## src/rtl/sa_output_pkg.sv

```systemverilog
package sa_output_pkg;
   typedef enum logic {
      MODE_LOAD  = 1'b0,
      MODE_SHADD = 1'b1
   } sa_mode_e;

   localparam int unsigned DEF_CELLS = 8;
   localparam int unsigned DEF_WIDTH = 26;
   localparam int unsigned DEF_SHIFT = 8;
   localparam int unsigned DEF_LO_W  = 16;
endpackage

```

## src/rtl/sa_cell_select.sv

```systemverilog
module sa_cell_select #(
   parameter int unsigned NUM_CELLS = 8,
   parameter int unsigned SUM_W     = 26,
   localparam int unsigned SEL_W    = $clog2(NUM_CELLS)
) (
   input  logic [NUM_CELLS*SUM_W-1:0] cells,
   input  logic [SEL_W-1:0]           sel,
   output logic [SUM_W-1:0]           picked
);
   logic [SUM_W-1:0] lane [NUM_CELLS];

   for (genvar g = 0; g < NUM_CELLS; g++) begin : g_lane
      assign lane[g] = cells[g*SUM_W +: SUM_W];
   end

   assign picked = lane[sel];
endmodule

```

## src/rtl/sa_shift_unit.sv

```systemverilog
module sa_shift_unit #(
   parameter int unsigned SUM_W        = 26,
   parameter int unsigned SHIFT_AMT    = 8,
   parameter bit          SIGNED_SHIFT = 1'b1
) (
   input  logic [SUM_W-1:0] din,
   output logic [SUM_W-1:0] dout
);
   localparam int unsigned KEEP_W = SUM_W - SHIFT_AMT;

   if (SIGNED_SHIFT) begin : g_arith
      assign dout = {{SHIFT_AMT{din[SUM_W-1]}}, din[SUM_W-1:SHIFT_AMT]};

      // vacated bits plus the kept top bit all equal the input sign
      always_comb begin
         p_sign_fill_r4: assert ($countones(dout[SUM_W-1 -: SHIFT_AMT+1]) == 0 ||
                                 $countones(dout[SUM_W-1 -: SHIFT_AMT+1]) == SHIFT_AMT+1)
            else $error("sign fill broken");
      end
   end else begin : g_logic
      assign dout = {{SHIFT_AMT{1'b0}}, din[SUM_W-1:SHIFT_AMT]};

      // vacated bits are zero
      always_comb begin
         p_zero_fill_r5: assert ($countones(dout[SUM_W-1 -: SHIFT_AMT]) == 0)
            else $error("zero fill broken");
      end
   end

   always_comb begin
      p_kept_bits_r4: assert (dout[KEEP_W-1:0] == din[SUM_W-1:SHIFT_AMT])
         else $error("shift distance wrong");
   end
endmodule

```

## src/rtl/sa_out_gate.sv

```systemverilog
module sa_out_gate #(
   parameter int unsigned SUM_W = 26,
   parameter int unsigned LO_W  = 16,
   localparam int unsigned HI_W = SUM_W - LO_W
) (
   input  logic [SUM_W-1:0] din,
   input  logic             lo_en,
   input  logic             hi_en,
   output logic [SUM_W-1:0] dout
);
   logic [LO_W-1:0] lo_part;
   logic [HI_W-1:0] hi_part;

   assign lo_part = lo_en ? din[LO_W-1:0]     : '0;
   assign hi_part = hi_en ? din[SUM_W-1:LO_W] : '0;
   assign dout    = {hi_part, lo_part};

   always_comb begin
      if (!lo_en) begin
         p_lo_masked_r7: assert (dout[LO_W-1:0] == '0) else $error("low field leaks");
      end
      if (!hi_en) begin
         p_hi_masked_r8: assert (dout[SUM_W-1:LO_W] == '0) else $error("high field leaks");
      end
   end
endmodule

```

## src/rtl/sa_output_stage.sv

```systemverilog
module sa_output_stage
   import sa_output_pkg::*;
#(
   parameter int unsigned NUM_CELLS    = DEF_CELLS,
   parameter int unsigned SUM_W        = DEF_WIDTH,
   parameter int unsigned SHIFT_AMT    = DEF_SHIFT,
   parameter int unsigned LO_W         = DEF_LO_W,
   parameter bit          SIGNED_SHIFT = 1'b1,
   localparam int unsigned SEL_W       = $clog2(NUM_CELLS)
) (
   input  logic                       clk,
   input  logic                       rst,
   input  logic [NUM_CELLS*SUM_W-1:0] cell_sums,
   input  logic [SEL_W-1:0]           cell_sel,
   input  logic                       shift_add,
   input  logic                       lo_en,
   input  logic                       hi_en,
   output logic [SUM_W-1:0]           sum_out
);
   initial begin
      if (NUM_CELLS < 2 || (1 << SEL_W) != NUM_CELLS)
         $fatal(1, "NUM_CELLS must be a power of two, at least 2");
      if (SHIFT_AMT == 0 || SHIFT_AMT >= SUM_W)
         $fatal(1, "SHIFT_AMT must lie in 1..SUM_W-1");
      if (LO_W == 0 || LO_W >= SUM_W)
         $fatal(1, "LO_W must lie in 1..SUM_W-1");
   end

   sa_mode_e         mode;
   logic [SUM_W-1:0] picked;
   logic [SUM_W-1:0] shifted;
   logic [SUM_W-1:0] acc_q;
   logic [SUM_W-1:0] acc_d;

   assign mode = shift_add ? MODE_SHADD : MODE_LOAD;

   sa_cell_select #(.NUM_CELLS(NUM_CELLS), .SUM_W(SUM_W)) u_select (
      .cells (cell_sums),
      .sel   (cell_sel),
      .picked(picked)
   );

   sa_shift_unit #(.SUM_W(SUM_W), .SHIFT_AMT(SHIFT_AMT), .SIGNED_SHIFT(SIGNED_SHIFT)) u_shift (
      .din (acc_q),
      .dout(shifted)
   );

   always_comb begin
      unique case (mode)
         MODE_SHADD: acc_d = picked + shifted;
         default:    acc_d = picked;
      endcase
   end

   always_ff @(posedge clk) begin
      if (rst) acc_q <= '0;
      else     acc_q <= acc_d;
   end

   sa_out_gate #(.SUM_W(SUM_W), .LO_W(LO_W)) u_gate (
      .din  (acc_q),
      .lo_en(lo_en),
      .hi_en(hi_en),
      .dout (sum_out)
   );

   p_reset_clear_r1: assert property (@(posedge clk) disable iff (rst)
      $past(rst) |-> acc_q == '0)
      else $error("register not cleared by reset");

   p_plain_load_r2: assert property (@(posedge clk) disable iff (rst)
      !shift_add |=> acc_q == $past(picked))
      else $error("plain load missed the addressed sum");

   p_zero_hold_r4: assert property (@(posedge clk) disable iff (rst)
      (shift_add && picked == '0 && acc_q == '0) |=> acc_q == '0)
      else $error("zero accumulate drifted");

   p_every_edge_r9: assert property (@(posedge clk) disable iff (rst)
      (!shift_add && picked != acc_q) |=> !$stable(acc_q))
      else $error("register skipped an edge");
endmodule

```

## config.mk

```make
export PLATFORM = sky130hd
export DESIGN_NAME = sa_output_stage
export DESIGN_NICKNAME = d
export VERILOG_FILES = /design/src/rtl/sa_output_pkg.sv /design/src/rtl/sa_cell_select.sv /design/src/rtl/sa_shift_unit.sv /design/src/rtl/sa_out_gate.sv /design/src/rtl/sa_output_stage.sv
export SDC_FILE = /design/constraint.sdc
export NUM_CORES = 1
export LEC_CHECK = 0
export ABC_CLOCK_PERIOD_IN_PS = 5600
export CAP_MARGIN = 15
export CELL_PAD_IN_SITES_DETAIL_PLACEMENT = 1
export CELL_PAD_IN_SITES_GLOBAL_PLACEMENT = 1
export CORE_ASPECT_RATIO = 1.5
export CORE_MARGIN = 1
export CORE_UTILIZATION = 27
export DETAILED_ROUTE_END_ITERATION = 10
export PLACE_DENSITY_LB_ADDON = 0.1
export SYNTH_ARGS = -nofsm -noshare
export SYNTH_HDL_FRONTEND = slang
export SYNTH_SLANG_ARGS = --single-unit
```

## constraint.sdc

```tcl
create_clock -name clk -period 5.6 [get_ports clk]
set_input_delay 0.84 -clock clk [delete_from_list [all_inputs] [get_ports clk]]
set_output_delay 0.84 -clock clk [all_outputs]
set_load 0.005 [all_outputs]
```

Word-level counts from Yosys, hierarchy flattened

Index checks and enable logic that the tools add are counted.

Memories kept: 0
Memory bits (writable): 0
Bits in latches: 0
Output and inout bits: 26
Bits in read-only memories: 0
Input bits: 216
Register bits: 26
Word-level logic and storage cells: 11

Divide/modulo/power cells: 0
Bitwise operators: 1
Multiplexer cells: 7
Equality and inequality tests: 0
Add/sub/neg operators: 1
Magnitude comparators: 1
Multiply operators: 0
Reduce and logical (&&, ||, !) cells: 0
Shift operators: 0

Operators with widths:

| operator           | count |
|---|---|
| $bmux 26 s3        | 1 |
| $mux 26            | 3 |
| $add 26x26->26     | 1 |
| $mux 16            | 1 |
| $mux 10            | 1 |
| $ge 4x4->1 const B | 1 |
| $not 3->4          | 1 |
| $mux 1             | 1 |

Logic depth before layout (Yosys ltp)

Gate-level depths: netlist of the first run.

Depth after elaboration: 6
Gate-level depth with buffers: 14
Gate-level depth less buffers: 12

Hierarchy

Synthesis of the first run repeated with hierarchy kept, for this count alone.

Cell total of the unflattened synthesis: 432
Area total of the unflattened synthesis: 4330.4 sq um

By module, submodules not included:

| module          | times used | sequential area each (sq um) | area each (sq um) | cells each |
|---|---|---|---|---|
| sa_output_stage | 1          | 520.5                        | 2208.4            | 286 |
| sa_cell_select  | 1          | 0.0                          | 1737.9            | 93 |
| sa_shift_unit   | 1          | 0.0                          | 195.2             | 26 |
| sa_out_gate     | 1          | 0.0                          | 188.9             | 27 |

Worst setup path after synthesis of the first run

OpenSTA, ideal clock, no wires.

Path kind: input to register
Start point: in cell_sel[0]
End point: reg acc_q[22]
Cell stages on the path: 14
Path slack: 1.253 ns
Arrival: 4.268 ns
Buffers on the path: 2
Required time: 5.521 ns
Library setup time: 0.079 ns
Path through: clkbuf_1 buf_2 mux4_2 mux2_2 ha_1 fa_1 a211oi_1 o21bai_1 a31oi_2 o31ai_1 o31ai_1 o21a_1 a21oi_1 o211ai_1

Longest elaborated chain between the ends: 6

Ends and longest elaborated chain:

| item                                          | line                  | source |
|---|---|---|
| start: declaration                            | sa_output_stage.sv:14 | `input logic [SEL_W-1:0] cell_sel,` |
| $not 3->4 (implied by the code) *             | sa_cell_select.sv:16  | `assign picked = lane[sel];` |
| $bmux 26 s3 *                                 | sa_cell_select.sv:16  |  |
| $mux 26 (implied by the code) * (2 in series) | sa_cell_select.sv:16  |  |
| $add 26x26->26                                | sa_output_stage.sv:50 | `MODE_SHADD: acc_d = picked + shifted;` |
| $mux 26 *                                     | sa_output_stage.sv:49 | `unique case (mode)` |
| end signal: assignment                        | sa_output_stage.sv:56 | `if (rst) acc_q <= '0;` |
| end signal: assignment                        | sa_output_stage.sv:57 | `else acc_q <= acc_d;` |
| end: declaration                              | sa_output_stage.sv:32 | `logic [SUM_W-1:0] acc_q;` |

Mark *: on every way between the ends. The rest lies on a longest branch, timed or not. The select of a mux whose other input is x is not followed.
A chain may end at the register's enable or synchronous reset.

Worst setup path after layout of the first run

Same ends and word-level chain as after synthesis.

==> out/metrics.cfg, run 1 <==
[placement]
detailed_place_hpwl_um = 16000
placed_cells = 795
place_congestion = 0.881
pre_cts_ws_ns = 0.863
placed_area_um2 = 6470
portBuffers = 241

[layout]
fillers = 1615
fin_area_um2 = 6570
nNetsFinal = 850
drive_gt1_frac = 0.160
largest_reg_flops = 26
instances_no_fill = 802
areaGrowthSynthToFinish_pct = 69.1
largestRegisters = acc_q (26)
top_register = acc_q

[pwr]
ir_drop_mv = 0.106
leakage_nw = 2.48
clockPowerShare = 0.142
swShare = 0.381
pwr-share-seq = 0.195
finalPower_mw = 1.29
comb_power_share = 0.663
p_per_area_nw_per_um2 = 196
internal_power_uw = 798
p_sw_uw = 491

[drt]
drt_iter0_drc = 75
vias_per_cell = 5.17
postRouteAntennaNets = 0
wl_per_cell_um = 23.1
drt_wl_total_um = 18600
dr_total_vias = 4150
drcViolationCount = 0
firstDrtPassIters = 4

[synth]
synth_simple_gate_area_frac = 0.147
netlist.area_leader.share = 0.302
synth_commonest_cells = mux4_2 (52), and2_1 (29), dfxtp_1 (26)
synth_edf_count = 0
syn_inst = 383
synth.avg_cell_area_um2 = 10.1
synth_top_area_cell = mux4_2
synth_seq_area_share = 0.134
synth_mux_area_frac = 0.384
ys_ff_latch = 26
synth_top_family_by_area = multiplexers
synth_fa_ha_area_frac = 0.0857
yosysMostFrequentCell = mux4_2
synth_xor_area_frac = 0.0451
synthDistinctLibCells = 53
syn_area_um2 = 3880
synth.area.top_cells = mux4_2 (30%), dfxtp_1 (13%), ha_1 (8.1%)
synth_compound_area_frac = 0.171
syn_nets = 625
ys_warn_count = 0
synth_flop_cell = dfxtp_1
synthArstFlopShare = 0

[critical_path]
cp_max_fo = 25
path_class = input pin to register
crit_end = acc_q[22]
r2r_setup_slack_ns = 2.67
startpoint = cell_sel[0]
ff2ff_path_depth = 10
end_kind = register
critPathLaunchType = input pin
worst-endpoint-arrival_ns = 4.65
reg2reg_from = acc_q[8]
timing.rr.end = acc_q[22]
crit_required_ns = 5.79

[sta]
finClkSkew_ns = 0.00359
layout_setup_ws_ns = 1.14
period_needed_ns = 4.46
finalSetupViolCount = 0
hold_viol = 0
grt_setup_unrepaired = no
tightest_slew_ns = 1.06
clock.fmax_ghz = 0.224
fin_crit_sh = 0.797
relSlewSlack = 0.294
slew_violations = 0
tns_ns = 0

[floorplan]
core-area_um2 = 14100
pin_count = 242
rows = 53
die_y_um = 149
die_area_um2 = 14900
initial_core_util = 0.276
die_w_um = 99.9

[clock_tree]
cts_hold_buf = 0
clockRootBuffer = clkbuf_16
clk-insertion-delay-late_ns = 0.27
htree_levels = 1
cts_tree = yes
cts_setup_buffers = 0
cts_resized = 0
cts_sinks = 26
clockBufferDepth = 2
cts.clk_slew.worst_paths_ns = 0.07
cts_buffers = 3

[grt]
grt_pass1_vias = 4724
grt_usage = 0.254
grt_pass1_wl_um = 27600
antenna_found_initial = 3
grt_overflow_total = 0
grt_start_max_net_pins = 41

[run]
maxCapViolCount = 0

[min_path]
hp-class = register to register
min_path_cells = 3

[outcome]
status = completed

cells by family after synthesis:
group,Yosys count
simple gates,105
mux,81
xor+xnor,20
fa+ha+maj,26
flops,26
buf+inv,27
compound gates,98
power groups by stage:
stage / Combinational (mW) / Clock (mW) / Sequential, mW
after floorplan: 0.527 / 0 / 0.241
after global placement: 0.844 / 0 / 0.255
after detailed placement: 0.856 / 0 / 0.257
after CTS: 0.862 / 0.187 / 0.252
after global routing: 0.934 / 0.198 / 0.256
final: 0.855 / 0.183 / 0.252
worst max-delay path, cell delays in order:
cell and delay (ns):
buf_4 0.41, mux4_2 0.57, mux2_2 0.32, ha_1 0.22, fa_1 0.43, a211oi_1 0.34
o21bai_1 0.20, a31oi_2 0.28, o31ai_1 0.14, o31ai_1 0.48, o21a_1 0.18, a21oi_1 0.06
o211ai_1 0.16
layer usage:
layer,vias to the layer above,global-route usage,wire length [um]
met2,173,0.511,10400
met5,-,0,0
li1,1953,-,-
met1,1992,0.246,6270
met3,32,0.0445,1110
met4,0,0.107,796
area by class of cell:
| type | instances | area [um^2] | area share |
|---|---|---|---|
| multi-input cells | 330 | 3240 | 0.493 |
| clock buffers | 4 | 88.8 | 0.0135 |
| inverters | 1 | 3.75 | 0.000572 |
| well taps | 192 | 240 | 0.0366 |
| flip-flops and latches | 26 | 520 | 0.0793 |
| diodes | 3 | 7.51 | 0.00114 |
| repair buffers | 246 | 2470 | 0.376 |
cell usage in the layout, fill, tap and decap left out, types with 4 or more instances in the layout:
| master | Yosys | routed |
|---|---|---|
| xor2_1 | 9 | 9 |
| mux2i_1 | 4 | 4 |
| and3_1 | 5 | 5 |
| a31oi_1 | 4 | 4 |
| mux2_2 | 25 | 25 |
| ha_1 | 25 | 25 |
| dfxtp_1 | 26 | 26 |
| mux4_2 | 52 | 52 |
| nor2_1 | 25 | 25 |
| clkdlybuf4s50_1 | 0 | 239 |
| buf_4 | 0 | 4 |
| o21ai_0 | 14 | 14 |
| nand2_1 | 14 | 14 |
| a21oi_1 | 23 | 23 |
| nand3_1 | 5 | 5 |
| nand2b_1 | 11 | 11 |
| o21ai_1 | 4 | 4 |
| a21o_1 | 15 | 15 |
| and2_1 | 29 | 29 |
| xnor2_1 | 11 | 11 |
| a211oi_1 | 15 | 15 |
stage by stage:
step,hold WS [ns],utilization
finish,0.727,0.467
global route,0.782,0.467
CTS,0.746,0.467
detailed placement,0.723,0.460
global placement,0.709,0.460
floorplan,0.578,-
worst min path at each step:
| stage | startpoint | to |
|---|---|---|
| 2_1_floorplan | acc_q[8] | acc_q[0] |
| 3_3_place_gp | acc_q[8] | acc_q[0] |
| 3_5_place_dp | acc_q[8] | acc_q[0] |
| 4_1_cts | acc_q[8] | acc_q[0] |
| 5_1_grt | acc_q[8] | acc_q[0] |
| 6_report | acc_q[8] | acc_q[0] |
Note: power is estimated with default switching activity, not from simulation.
==> inputs of run 2 (changes only) <==
- ABC_CLOCK_PERIOD_IN_PS: 5600 -> 4450
- clock period: 5.6 -> 4.45 ns (I/O delays scaled with it)
==> out/metrics.cfg, run 2 (synthesis results as in run 1) <==
[drt]
wl_per_cell_um = 23.5
vias_per_cell = 5.20
drt_iter0_drc = 111
dr_total_vias = 4234
drcViolationCount = 0
drt_wl_total_um = 19100
firstDrtPassIters = 4
postRouteAntennaNets = 0

[clock_tree]
clk-insertion-delay-late_ns = 0.27
htree_levels = 1
cts_sinks = 26
clockRootBuffer = clkbuf_16
cts_hold_buf = 0
cts_buffers = 3
cts_tree = yes
cts_resized = 0
clockBufferDepth = 2
cts_setup_buffers = 0
cts.clk_slew.worst_paths_ns = 0.07

[critical_path]
crit_required_ns = 4.57
reg2reg_from = acc_q[8]
crit_end = acc_q[25]
crit_cells = 13
path_cells = buf_4 -> buf_4 -> mux4_2 -> mux2_2 -> ha_1 -> a21o_1 -> a221oi_2 -> o21ai_1 -> a221oi_2 -> a21oi_1 -> or3_1 -> a21oi_1 -> nor3b_2
path_class = input pin to register
timing.rr.end = acc_q[22]
cp_max_fo = 12
cp.buffers_inverters = 2
end_kind = register
r2r_setup_slack_ns = 1.68
startpoint = cell_sel[0]
cp_slowest_cell = mux4_2
worst-endpoint-arrival_ns = 4.20
critPathLaunchType = input pin
slowest_delay_ns = 0.52
ff2ff_path_depth = 11
cp_top_family = compound AO/OA/AOI/OAI gates

[pwr]
p_per_area_nw_per_um2 = 247
ir_drop_mv = 0.165
finalPower_mw = 1.64
leakage_nw = 2.53

[outcome]
status = completed

[sta]
finalSetupViolCount = 0
clock.fmax_ghz = 0.245
worst_hold_slack_ns = 0.685
tns_ns = 0
tightest_slew_ns = 1.05
period_needed_ns = 4.07
hold_viol = 0
relSlewSlack = 0.301
grt_setup_unrepaired = no
finClkSkew_ns = 0.00563
slew_violations = 0
fin_crit_sh = 0.915

[placement]
placed_cells = 805
portBuffers = 241
place_congestion = 0.898
detailed_place_hpwl_um = 16800

[grt]
grt_overflow_total = 0
use_met2 = 0.513
grt_usage = 0.260
grt_start_max_net_pins = 29
grt_pass1_vias = 4842
antenna_found_initial = 5
globalRouteMet1Util = 0.230
use_met3 = 0.0689
grt_pass1_wl_um = 28200
busiest_layer = met2

[layout]
drive_gt1_frac = 0.173
largest_reg_flops = 26
final_common_cell = clkdlybuf4s50_1
largestRegisters = acc_q (26)
top_register = acc_q
instances_no_fill = 814
areaGrowthSynthToFinish_pct = 71.1
final_cell_mix = clkdlybuf4s50_1 (239), mux4_2 (52), and2_1 (29)
nNetsFinal = 860

[floorplan]
initial_core_util = 0.276
die_y_um = 149
die_w_um = 99.9
rows = 53
pin_count = 242
core-area_um2 = 14100
die_area_um2 = 14900

[min_path]
min_path_cells = 3
hp-class = register to register

[run]
maxCapViolCount = 0

==> run 2: cell types whose count changed in the layout (fill, tap and decap cells not counted), sizes merged <==
cell   previous run  this run
buf               7        17
diode             3         5
==> run 2: area by class of cell <==
type                       count  area, um^2
tap                          192         240
clock buffer                   4        88.8
fill                        1626        7410
antenna                        5        12.5
sequential                    26         520
multi-input combinational    330        3240
timing repair buffer         256        2540
inverter                       1        3.75
==> run 2: worst min-delay path by stage <==
| stage | startpoint | end | slack [ns] |
|---|---|---|---|
| final | acc_q[8] | acc_q[0] | 0.69 |
| after global routing | acc_q[8] | acc_q[0] | 0.76 |
| after CTS | acc_q[8] | acc_q[0] | 0.70 |
| after detailed placement | acc_q[8] | acc_q[0] | 0.69 |
| after global placement | acc_q[8] | acc_q[0] | 0.64 |
| after floorplan | acc_q[8] | acc_q[0] | 0.58 |
==> run 2: where the power goes <==
group	internal, mW	switching, mW
Clock	0.138	0.0942
Sequential	0.281	0.0374
Combinational	0.595	0.494
Total	1.01	0.626
==> run 2: routing by layer <==
metal | routed length, um | vias to the layer above
met2 | 10700 | 189
met1 | 5990 | 2019
met5 | 0 | -
met3 | 1390 | 46
met4 | 970 | 0
li1 | - | 1980
==> run 2: metrics by stage <==
step / util / cell area, um^2 / worst slack (ns)
finish: 0.473 / 6650 / 0.376
global route: 0.473 / 6650 / 0.130
CTS: 0.472 / 6630 / 0.352
detailed placement: 0.466 / 6550 / 0.0874
global placement: 0.466 / 6550 / 0.144
floorplan: - / 3880 / 0.276
==> run 2: worst reg2reg max path, cell delays in order, from the launching register on <==
cell and delay (ns):
dfxtp_1 0.33, ha_1 0.23, fa_1 0.44, a211oi_1 0.34
o21bai_1 0.19, a31oi_2 0.26, o31ai_1 0.13, o31ai_1 0.27
buf_4 0.19, o21a_1 0.10, a21oi_1 0.06, o211ai_1 0.16
==> inputs of run 3 (changes only) <==
- CELL_PAD_IN_SITES_DETAIL_PLACEMENT: 1 -> 0
- RECOVER_POWER: not set -> 50
==> out/metrics.cfg, run 3 (synthesis results as in run 1) <==
[drt]
wl_per_cell_um = 22.3
drcViolationCount = 0
postRouteAntennaNets = 0
drt_wl_total_um = 18000
drt_iter0_drc = 147
vias_per_cell = 5.10
firstDrtPassIters = 4
dr_total_vias = 4132

[sta]
relSlewSlack = 0.296
worst_hold_slack_ns = 0.696
clock.fmax_ghz = 0.242
grt_setup_unrepaired = no
period_needed_ns = 4.13
tns_ns = 0
tightest_slew_ns = 1.05
finClkSkew_ns = 0.00380
fin_crit_sh = 0.927
slew_violations = 0
hold_viol = 0
finalSetupViolCount = 0

[clock_tree]
cts_resized = 0
cts_sinks = 26
cts.clk_slew.worst_paths_ns = 0.07
cts_buffers = 3
htree_levels = 1
cts_tree = yes
cts_hold_buf = 0
cts_setup_buffers = 0
clk-insertion-delay-late_ns = 0.27
clockRootBuffer = clkbuf_16
clockBufferDepth = 2

[critical_path]
slowest_delay_ns = 0.46
cp_max_fo = 3
end_kind = register
cp_top_family = compound AO/OA/AOI/OAI gates
reg2reg_from = acc_q[8]
critPathLaunchType = input pin
path_cells = clkdlybuf4s50_1 -> mux4_2 -> mux2_1 -> ha_1 -> fa_1 -> a211oi_1 -> o21bai_1 -> a31oi_2 -> o31ai_1 -> o31ai_1 -> buf_4 -> o21a_1 -> a21oi_1 -> o211ai_1
crit_required_ns = 4.64
worst-endpoint-arrival_ns = 4.32
startpoint = cell_sums[104]
cp_slowest_cell = mux4_2
cp.buffers_inverters = 2
path_class = input pin to register
crit_top_cell = o31ai_1

[pwr]
ir_drop_mv = 0.143
leakage_nw = 2.53
finalPower_mw = 1.60
p_per_area_nw_per_um2 = 241

[layout]
areaGrowthSynthToFinish_pct = 70.6
utilization = 0.471
top_register = acc_q
nNetsFinal = 860
final_common_cell = clkdlybuf4s50_1
largestRegisters = acc_q (26)
largest_reg_flops = 26
final_cell_mix = clkdlybuf4s50_1 (230), mux4_2 (52), dfxtp_1 (26)
drive_gt1_frac = 0.170

[placement]
detailed_place_hpwl_um = 15800
portBuffers = 241
place_congestion = 0.898

[grt]
grt_start_max_net_pins = 29
grt_pass1_wl_um = 26500
grt_usage = 0.245
antenna_found_initial = 2
grt_overflow_total = 0
grt_pass1_vias = 4552

[min_path]
hp-start = acc_q[8]
hp-class = register to register

[floorplan]
core-area_um2 = 14100
die_w_um = 99.9
initial_core_util = 0.276
die_y_um = 149
die_area_um2 = 14900
pin_count = 242
rows = 53

[outcome]
status = completed

[run]
maxCapViolCount = 0

[run 3: cell types whose count changed in the layout (fill, tap and decap cells not counted), sizes merged]
cell           previous run  this run
clkdlybuf4s50           239       230
dlygate4sd3               0         9
diode                     5         2
clkbuf                    4         3
[run 3: tightest hold or removal path: cells and delay by family (launching register included)]
family | cells | cell delay, ns
AND/OR/NAND/NOR | 1 | 0.09
adder cells (fa/ha/maj) | 1 | 0.14
flip-flops | 1 | 0.36
multiplexers | 1 | 0.06
[run 3: final cells by class]
cell class | instances | area [um^2]
Antenna cell | 2 | 5.00
Clock buffer | 3 | 75.1
Fill cell | 1362 | 7430
Inverter | 1 | 3.75
Multi-Input combinational cell | 330 | 3240
Sequential cell | 26 | 520
Tap cell | 192 | 240
Timing Repair Buffer | 256 | 2540
[run 3: final timing paths]
kind / end / slack, ns / cells past startpoint
max reg2reg: acc_q[22] / 1.64 / 11
max: acc_q[22] / 0.32 / 14
min reg2reg: acc_q[0] / 0.70 / 3
min: acc_q[0] / 0.70 / 3
[run 3: per-layer routing]
metal  vias up  track usage  part of all wire
met1      1923        0.231              0.33
li1       1979            -                 -
met3        36       0.0492             0.069
met5         -            0                 0
met4         0        0.121             0.052
met2       194        0.487              0.55
[run 3: report_power, final]
| part | internal [mW] | switching [mW] | total [mW] |
|---|---|---|---|
| Combinational | 0.589 | 0.480 | 1.07 |
| Clock | 0.120 | 0.0905 | 0.210 |
| Sequential | 0.281 | 0.0383 | 0.319 |
| Total | 0.989 | 0.609 | 1.60 |
[run 3: through the flow]
stage	area, um^2	std cells	setup WS, ns
after floorplan	3880	383	0.276
after global placement	6550	805	0.144
after detailed placement	6550	805	0.155
after CTS	6620	808	0.398
after global routing	6630	810	0.124
final	6630	810	0.323
